<file path="src/rtl/gpio_edge_ctrl.sv">
module gpio_edge_ctrl #(
  parameter int NPINS = 13,
  parameter int GA_PINS = 7,
  parameter int AW = 8,
  parameter logic [AW-1:0] DRV_BASE = 'h00,
  parameter logic [AW-1:0] SNS_BASE = 'h10,
  parameter logic [AW-1:0] STAT_BASE = 'h20,
  parameter logic [AW-1:0] MASK_BASE = 'h28
) (
  input  logic               clk,
  input  logic               rst_n,
  input  logic [AW-1:0]      addr,
  input  logic [7:0]         wdata,
  input  logic               wr_en,
  input  logic               rd_en,
  output logic [7:0]         rdata,
  input  logic [NPINS-1:0]   pin_in,
  output logic [NPINS-1:0]   pin_out,
  output logic [NPINS-1:0]   pin_oe,
  output logic [NPINS-1:0]   pull_en,
  output logic [2*NPINS-1:0] pull_sel,
  output logic               irq
);
  localparam int GB_PINS = NPINS - GA_PINS;
  localparam logic [AW-1:0] STAT_B = STAT_BASE + AW'(1);
  localparam logic [AW-1:0] MASK_B = MASK_BASE + AW'(1);

  logic [5:0] drv [NPINS];
  logic [1:0] mode [NPINS];
  logic [NPINS-1:0] sync1, sync2, lvl_d, status, mask, dir_vec, edge_hit, clr;
  logic [7:0] rd_mux;

  for (genvar i = 0; i < NPINS; i++) begin : g_pin
    assign pin_out[i] = drv[i][0];
    assign dir_vec[i] = drv[i][5];
    assign pin_oe[i]  = drv[i][5] & (drv[i][4] | ~drv[i][0]);
    assign pull_en[i] = drv[i][3];
    assign pull_sel[2*i +: 2] = drv[i][2:1];
    assign edge_hit[i] = (mode[i][1] & sync2[i] & ~lvl_d[i]) |
                         (mode[i][0] & ~sync2[i] & lvl_d[i]);
  end

  always_comb begin
    clr = '0;
    if (wr_en && addr == STAT_BASE) clr[GA_PINS-1:0] = wdata[GA_PINS-1:0];
    if (wr_en && addr == STAT_B)    clr[NPINS-1:GA_PINS] = wdata[GB_PINS-1:0];
  end

  assign irq = |(status & ~mask);

  always_ff @(posedge clk or negedge rst_n) begin
    if (!rst_n) begin
      sync1  <= '0;
      sync2  <= '0;
      lvl_d  <= '0;
      status <= '0;
      mask   <= '1;
      for (int i = 0; i < NPINS; i++) begin
        drv[i]  <= '0;
        mode[i] <= '0;
      end
    end else begin
      sync1  <= pin_in;
      sync2  <= sync1;
      lvl_d  <= sync2;
      status <= (status & ~clr) | edge_hit;
      if (wr_en && addr == MASK_BASE) mask[GA_PINS-1:0] <= wdata[GA_PINS-1:0];
      if (wr_en && addr == MASK_B)    mask[NPINS-1:GA_PINS] <= wdata[GB_PINS-1:0];
      for (int i = 0; i < NPINS; i++) begin
        if (wr_en && addr == DRV_BASE + AW'(i)) drv[i]  <= wdata[5:0];
        if (wr_en && addr == SNS_BASE + AW'(i)) mode[i] <= wdata[2:1];
      end
    end
  end

  always_comb begin
    rd_mux = '0;
    for (int i = 0; i < NPINS; i++) begin
      if (addr == DRV_BASE + AW'(i)) rd_mux = {2'b00, drv[i]};
      if (addr == SNS_BASE + AW'(i)) rd_mux = {5'b00000, mode[i], sync2[i]};
    end
    if (addr == STAT_BASE) rd_mux = 8'(status[GA_PINS-1:0]);
    if (addr == STAT_B)    rd_mux = 8'(status[NPINS-1:GA_PINS]);
    if (addr == MASK_BASE) rd_mux = 8'(mask[GA_PINS-1:0]);
    if (addr == MASK_B)    rd_mux = 8'(mask[NPINS-1:GA_PINS]);
  end

  always_ff @(posedge clk or negedge rst_n) begin
    if (!rst_n)     rdata <= '0;
    else if (rd_en) rdata <= rd_mux;
  end
endmodule


</file>
<file path="config.mk">
export PLATFORM = sky130hd
export DESIGN_NAME = gpio_edge_ctrl
export DESIGN_NICKNAME = d
export VERILOG_FILES = /design/src/rtl/gpio_edge_ctrl.sv
export SDC_FILE = /design/constraint.sdc
export NUM_CORES = 1
export LEC_CHECK = 0
export ABC_CLOCK_PERIOD_IN_PS = 2100
export BUFFER_PORTS_ARGS = -buffer_cell sky130_fd_sc_hd__buf_2
export CORE_ASPECT_RATIO = 0.9
export CORE_MARGIN = 2
export CORE_UTILIZATION = 25
export CTS_BUF_LIST = sky130_fd_sc_hd__clkbuf_8
export DETAILED_ROUTE_END_ITERATION = 16
export HOLD_SLACK_MARGIN = 0.15
export SYNTH_ARGS = -nofsm -noshare
export SYNTH_HDL_FRONTEND = slang
export SYNTH_SLANG_ARGS = --single-unit
</file>
<file path="constraint.sdc">
create_clock -name clk -period 2.1 [get_ports clk]
set_clock_uncertainty 0.1 [all_clocks]
set_input_delay 0.315 -clock clk [delete_from_list [all_inputs] [get_ports clk]]
set_output_delay 0.315 -clock clk [all_outputs]
set_load 0.005 [all_outputs]
</file>
Yosys cells after proc, flatten, opt, wreduce, memory -nomap -nowiden:

Cells that the tools add are included.

* reduce and logical (&&, ||, !) cells: 32
* bitwise logic cells: 135
* equal/unequal tests: 29
* multiplexer cells: 32

Operator list (count)
* $mux W8: 29
* $eq A8 B5 Y1 const B: 13
* $and A1 B1 Y1: 65
* $eq A8 B4 Y1 const B: 5
* $not A1 Y1: 39
* $eq A8 B3 Y1 const B: 4
* $eq A8 B6 Y1 const B: 4
* $logic_and A1 B1 Y1: 30
* $and A13 B13 Y13: 2
* $not A13 Y13: 2
* $or A1 B1 Y1: 26
* $eq A8 B2 Y1 const B: 2
* $or A13 B13 Y13: 1
* $reduce_or A13 Y1: 1
* $mux W6: 2
* $eq A8 B1 Y1 const B: 1
* $logic_not A8 Y1: 1
* $mux W7: 1

* register bits: 177
* word-level logic and storage cells: 261

Logic depth before layout (Yosys ltp):

* depth after elaboration: 31
* mapped depth: 10
* depth with buffers taken out: 6

Worst setup path before layout:

OpenSTA, ideal clock, no wires.

* path kind: input port to flip-flop
* start point: input addr[4]
* end point: register rdata[2]
* library setup time: 124 ps
* data required time: 1876 ps
* path slack: -74 ps
* data arrival time: 1950 ps
* stages on the path: 8
* buffers on the path: 2
* cell sequence: buf_2 > or4b_1 > buf_6 > nor2_4 > nand3_1 > o211a_1 > o311a_1 > a211o_1

* longest elaborated chain between the ends: 31

Ends and longest elaborated chain
* start: declaration: line 12 `input logic [AW-1:0] addr,`
* $logic_not A8 Y1: line 79 `if (addr == DRV_BASE + AW'(i)) rd_mux = {2'b00, drv[i]};`
* $mux W6: line 79
* $mux W8: line 80 `if (addr == SNS_BASE + AW'(i)) rd_mux = {5'b00000, mode[i], sync2[i]};`
* $mux W8: line 79
* $mux W8: line 80
* $mux W8: line 79
* $mux W8: line 80
* $mux W8: line 79
* (+15 left out)
* $mux W8: line 79
* $mux W8: line 80
* $mux W8: line 79
* $mux W8: line 80
* $mux W8: line 82 `if (addr == STAT_BASE) rd_mux = 8'(status[GA_PINS-1:0]);`
* $mux W8: line 83 `if (addr == STAT_B) rd_mux = 8'(status[NPINS-1:GA_PINS]);`
* $mux W8: line 84 `if (addr == MASK_BASE) rd_mux = 8'(mask[GA_PINS-1:0]);`
* $mux W8 *: line 85 `if (addr == MASK_B) rd_mux = 8'(mask[NPINS-1:GA_PINS]);`
* end signal: assignment: line 90 `else if (rd_en) rdata <= rd_mux;`
* end: declaration: line 16 `output logic [7:0] rdata,`

Every way passes the cells marked *; elsewhere a longest branch is shown, timed or not.
A chain may end at the register's enable or synchronous reset.

Worst setup path in the final report:

* start point: register status[2]
* end point: output irq

* longest elaborated chain between the ends: 2

Ends and longest elaborated chain
* start: declaration: line 30 `logic [NPINS-1:0] sync1, sync2, lvl_d, status, mask, dir_vec, edge_hit, clr;`
* start signal: assignment: line 66 `status <= (status & ~clr) | edge_hit;`
* $and A13 B13 Y13: line 49 `assign irq = |(status & ~mask);`
* $reduce_or A13 Y1: line 49
* end: declaration: line 22 `output logic irq`

Every way passes these cells.

==> results by group <==
Run status
  – Status: finished, violations left
  – Failing checks: negative setup slack

Routing
  – DR vias/cell: 4.86
  – DR vias: 7,156
  – DRC errors left: 0
  – Initial DRC Count: 571
  – WL/cell: 21.5 um
  – Final wirelength: 31,600 um
  – Drt pass-1 iters: 5
  – Final ANT Viol Nets: 0

Worst setup path
  – Kind of end point of the critical path: output port
  – CP max FO: 2
  – Arr. time, crit path: 1.77 ns
  – Cell family with most CP delay: flip-flops
  – Required time worst endpoint: 1.68 ns
  – Crit Path Class: flip-flop to output port
  – Critical path's largest stage delay: 0.47 ns
  – Worst path cell trace: inv_2, o22ai_2, nor4_2, o2111ai_2, buf_2
  – WP buf/inv: 2
  – Crit-path slowest cell: dfrtp_1
  – CP startpoint kind: flip-flop

Global routing
  – Global-route wire length before repair: 47,500 um
  – Largest net degree at the start of global routing: 56
  – Initial antenna violation count: 4
  – Remaining Overflow, GRT: 0
  – Vias in the first global route: 7,220
  – Tot GR Track Use: 17.3%

CTS
  – H-tree Lvls: 4
  – CTS tree: yes
  – CTS sink count: 176
  – Reg clk slew, reported paths: 0.10 ns
  – Clk_lat worst skew: 0.49 ns
  – Root Driver: clkbuf_8
  – CTS Buffer Depth: 2
  – TritonCTS buffer count: 17

Finish
  – Synth-to-Final Area Change: 26.4%
  – Multi-input gate area: 3850 um^2
  – Final net count: 1,022
  – FF/Latch Area: 4420 um^2
  – Layout cells sized above 1: 46.2%
  – Final Util: 32.1%
  – # fillers: 3,687

Min path
  – Worst Hold Class: input pin to flip-flop

Yosys
  – Synth top area share: 45.7%
  – Syn_area_per_cell: 11.2 um^2
  – Largest area contributor in the netlist: dfrtp_1
  – Yosys cell types: 83
  – Syn. warnings: 0
  – Gate Count Post-Synth: 795
  – Main synth FF type: dfrtp_1
  – Fraction of registers with async set/reset: 100%
  – Ranking of synthesized cells by area: dfrtp_1, mux2_2, buf_4, dfstp_2, nand2_1
  – Sequential fraction of the synthesis area: 49.5%
  – Top cells by count, synth: dfrtp_1, mux2_2, nand2_1, buf_4, inv_1
  – Most common cell in the netlist: dfrtp_1
  – Flops & latches, synth: 176
  – Number of synthesized flops with an enable pin: 0
  – Syn Nets: 828
  – Synth Cell Area: 8930 um^2

Timing
  – Slew HR: 60.4%
  – Final Max Slew Viols: 0
  – Final setup TNS: -0.0873 ns
  – Fmax: 0.457 GHz
  – Min Tclk post-route: 2.19 ns
  – # setup viols final: 1
  – Final worst path period share: 104%
  – Worst hold slack: 0.238 ns
  – Hold Vio Cnt, Final: 0
  – Worst-margin pin slew: 0.593 ns
  – RSZ-0062 raised after global routing: true
  – Final worst slack: -0.0873 ns

Floorplan
  – Row count: 65
  – Die area: 37,200 um^2
  – Width of the die: 203 um
  – # IOs: 107
  – Initial core utilization: 25.4%
  – CORE AREA: 35,100 um^2
  – Die Span Y: 183 um

Placed design
  – GP Congestion: 0.927
  – Buffers on Ports: 104
  – Post-DP HPWL: 24,400 um

Pwr
  – Power Dens Cells: 617 nW/um^2
  – Peak VDD IR: 0.000358 V
  – PnR Total Power: 0.00697 W
  – Leak: 5.30 nW

Flow run
  – Max Cap Viol: 0
## worst paths after layout
path / startpoint / endpoint / slack (ns) / depth (start not counted)
max: status[2] / irq / -0.09 / 5
min: wdata[4] / drv[46] / 0.24 / 3
max reg2reg: mode[19] / rdata[2] / 0.05 / 6
min reg2reg: sync1[1] / sync2[1] / 0.25 / 0
max in group asynchronous: rst_n / mask[9] / 0.96 / 3
min in group asynchronous: rst_n / rdata[1] / 0.26 / 2
## cells by family after synthesis
kind of cell           synth area share, %
AO/OA/AOI/OAI                         12.6
buffers and inverters                 8.37
flip-flops                            49.5
multiplexers                          16.6
other                               0.0420
AND/OR/NAND/NOR                       12.9
## registers in the layout, indices dropped and copies added, names as in the netlist
register  count
lvl_d        13
mode         26
sync2        13
mask         13
rdata         7
pull_en      13
sync1        13
dir_vec      13
pull_sel     26
drv          13
pin_out      13
status       13
## power by group
| part | leakage, nW | switching, W | internal, W |
|---|---|---|---|
| clock network | 0.200 | 0.00131 | 0.00109 |
| logic | 2.87 | 0.000453 | 0.000384 |
| registers | 2.22 | 0.000166 | 0.00356 |
| total | 5.30 | 0.00193 | 0.00503 |
## cells in the final DEF (no fill, tap or decap), types with 4 or more instances in the layout
cell type / n
dfrtp_1: 162
buf_4: 147
mux2_2: 119
buf_2: 103
nand2_1: 78
inv_1: 34
nand3_1: 22
o21ai_0: 21
nor2_1: 20
o211ai_1: 18
clkbuf_8: 18
a21oi_1: 16
dlygate4sd3_1: 16
nand3b_1: 14
dfstp_2: 13
a21boi_0: 12
nand2b_1: 9
nor2b_1: 8
nor3_1: 7
a22oi_1: 7
a31oi_1: 7
mux2i_1: 6
a221oi_1: 6
o22ai_1: 6
buf_12: 6
nor3_2: 5
nor4b_2: 4
and3_1: 4
a32oi_1: 4
a2111oi_0: 4
## worst min-delay path: cells and delay by family
kind,cells,cell delay [ns]
simple gates,1,0.11
buf+inv,1,0.28
compound gates,1,0.07
## per-layer routing
| metal | part of all wire, % | track usage [%] |
|---|---|---|
| met5 | 0 | 0 |
| met4 | 1.6 | 4.82 |
| met3 | 5.6 | 3.13 |
| met2 | 44 | 26.5 |
| met1 | 48 | 25.0 |
## timing repair
action	in CTS	in global routing
endpoints found under the setup margin	2	5
endpoints found under the hold margin	173	0
buffers inserted	4	4
hold buffers	16	0
pin swaps	5	6
gates resized for setup	10	6
## metrics by stage
step	cells	setup WS, ns	area, um^2
after floorplan	795	0.00664	8960
after global placement	1416	-0.525	10600
after detailed placement	1416	-0.518	10600
after CTS	1467	-0.121	11200
after global routing	1473	-0.192	11300
final	1473	-0.0873	11300
## cell type report
class / instances / area share, %
Antenna cell: 2 / 0.0443
Clock buffer: 18 / 2.19
Clock inverter: 14 / 1.26
Inverter: 34 / 1.13
Multi-Input combinational cell: 487 / 34.1
Sequential cell: 176 / 39.2
Tap cell: 469 / 5.20
Timing Repair Buffer: 273 / 16.9
No activity file was read; power rests on OpenSTA's default activity.
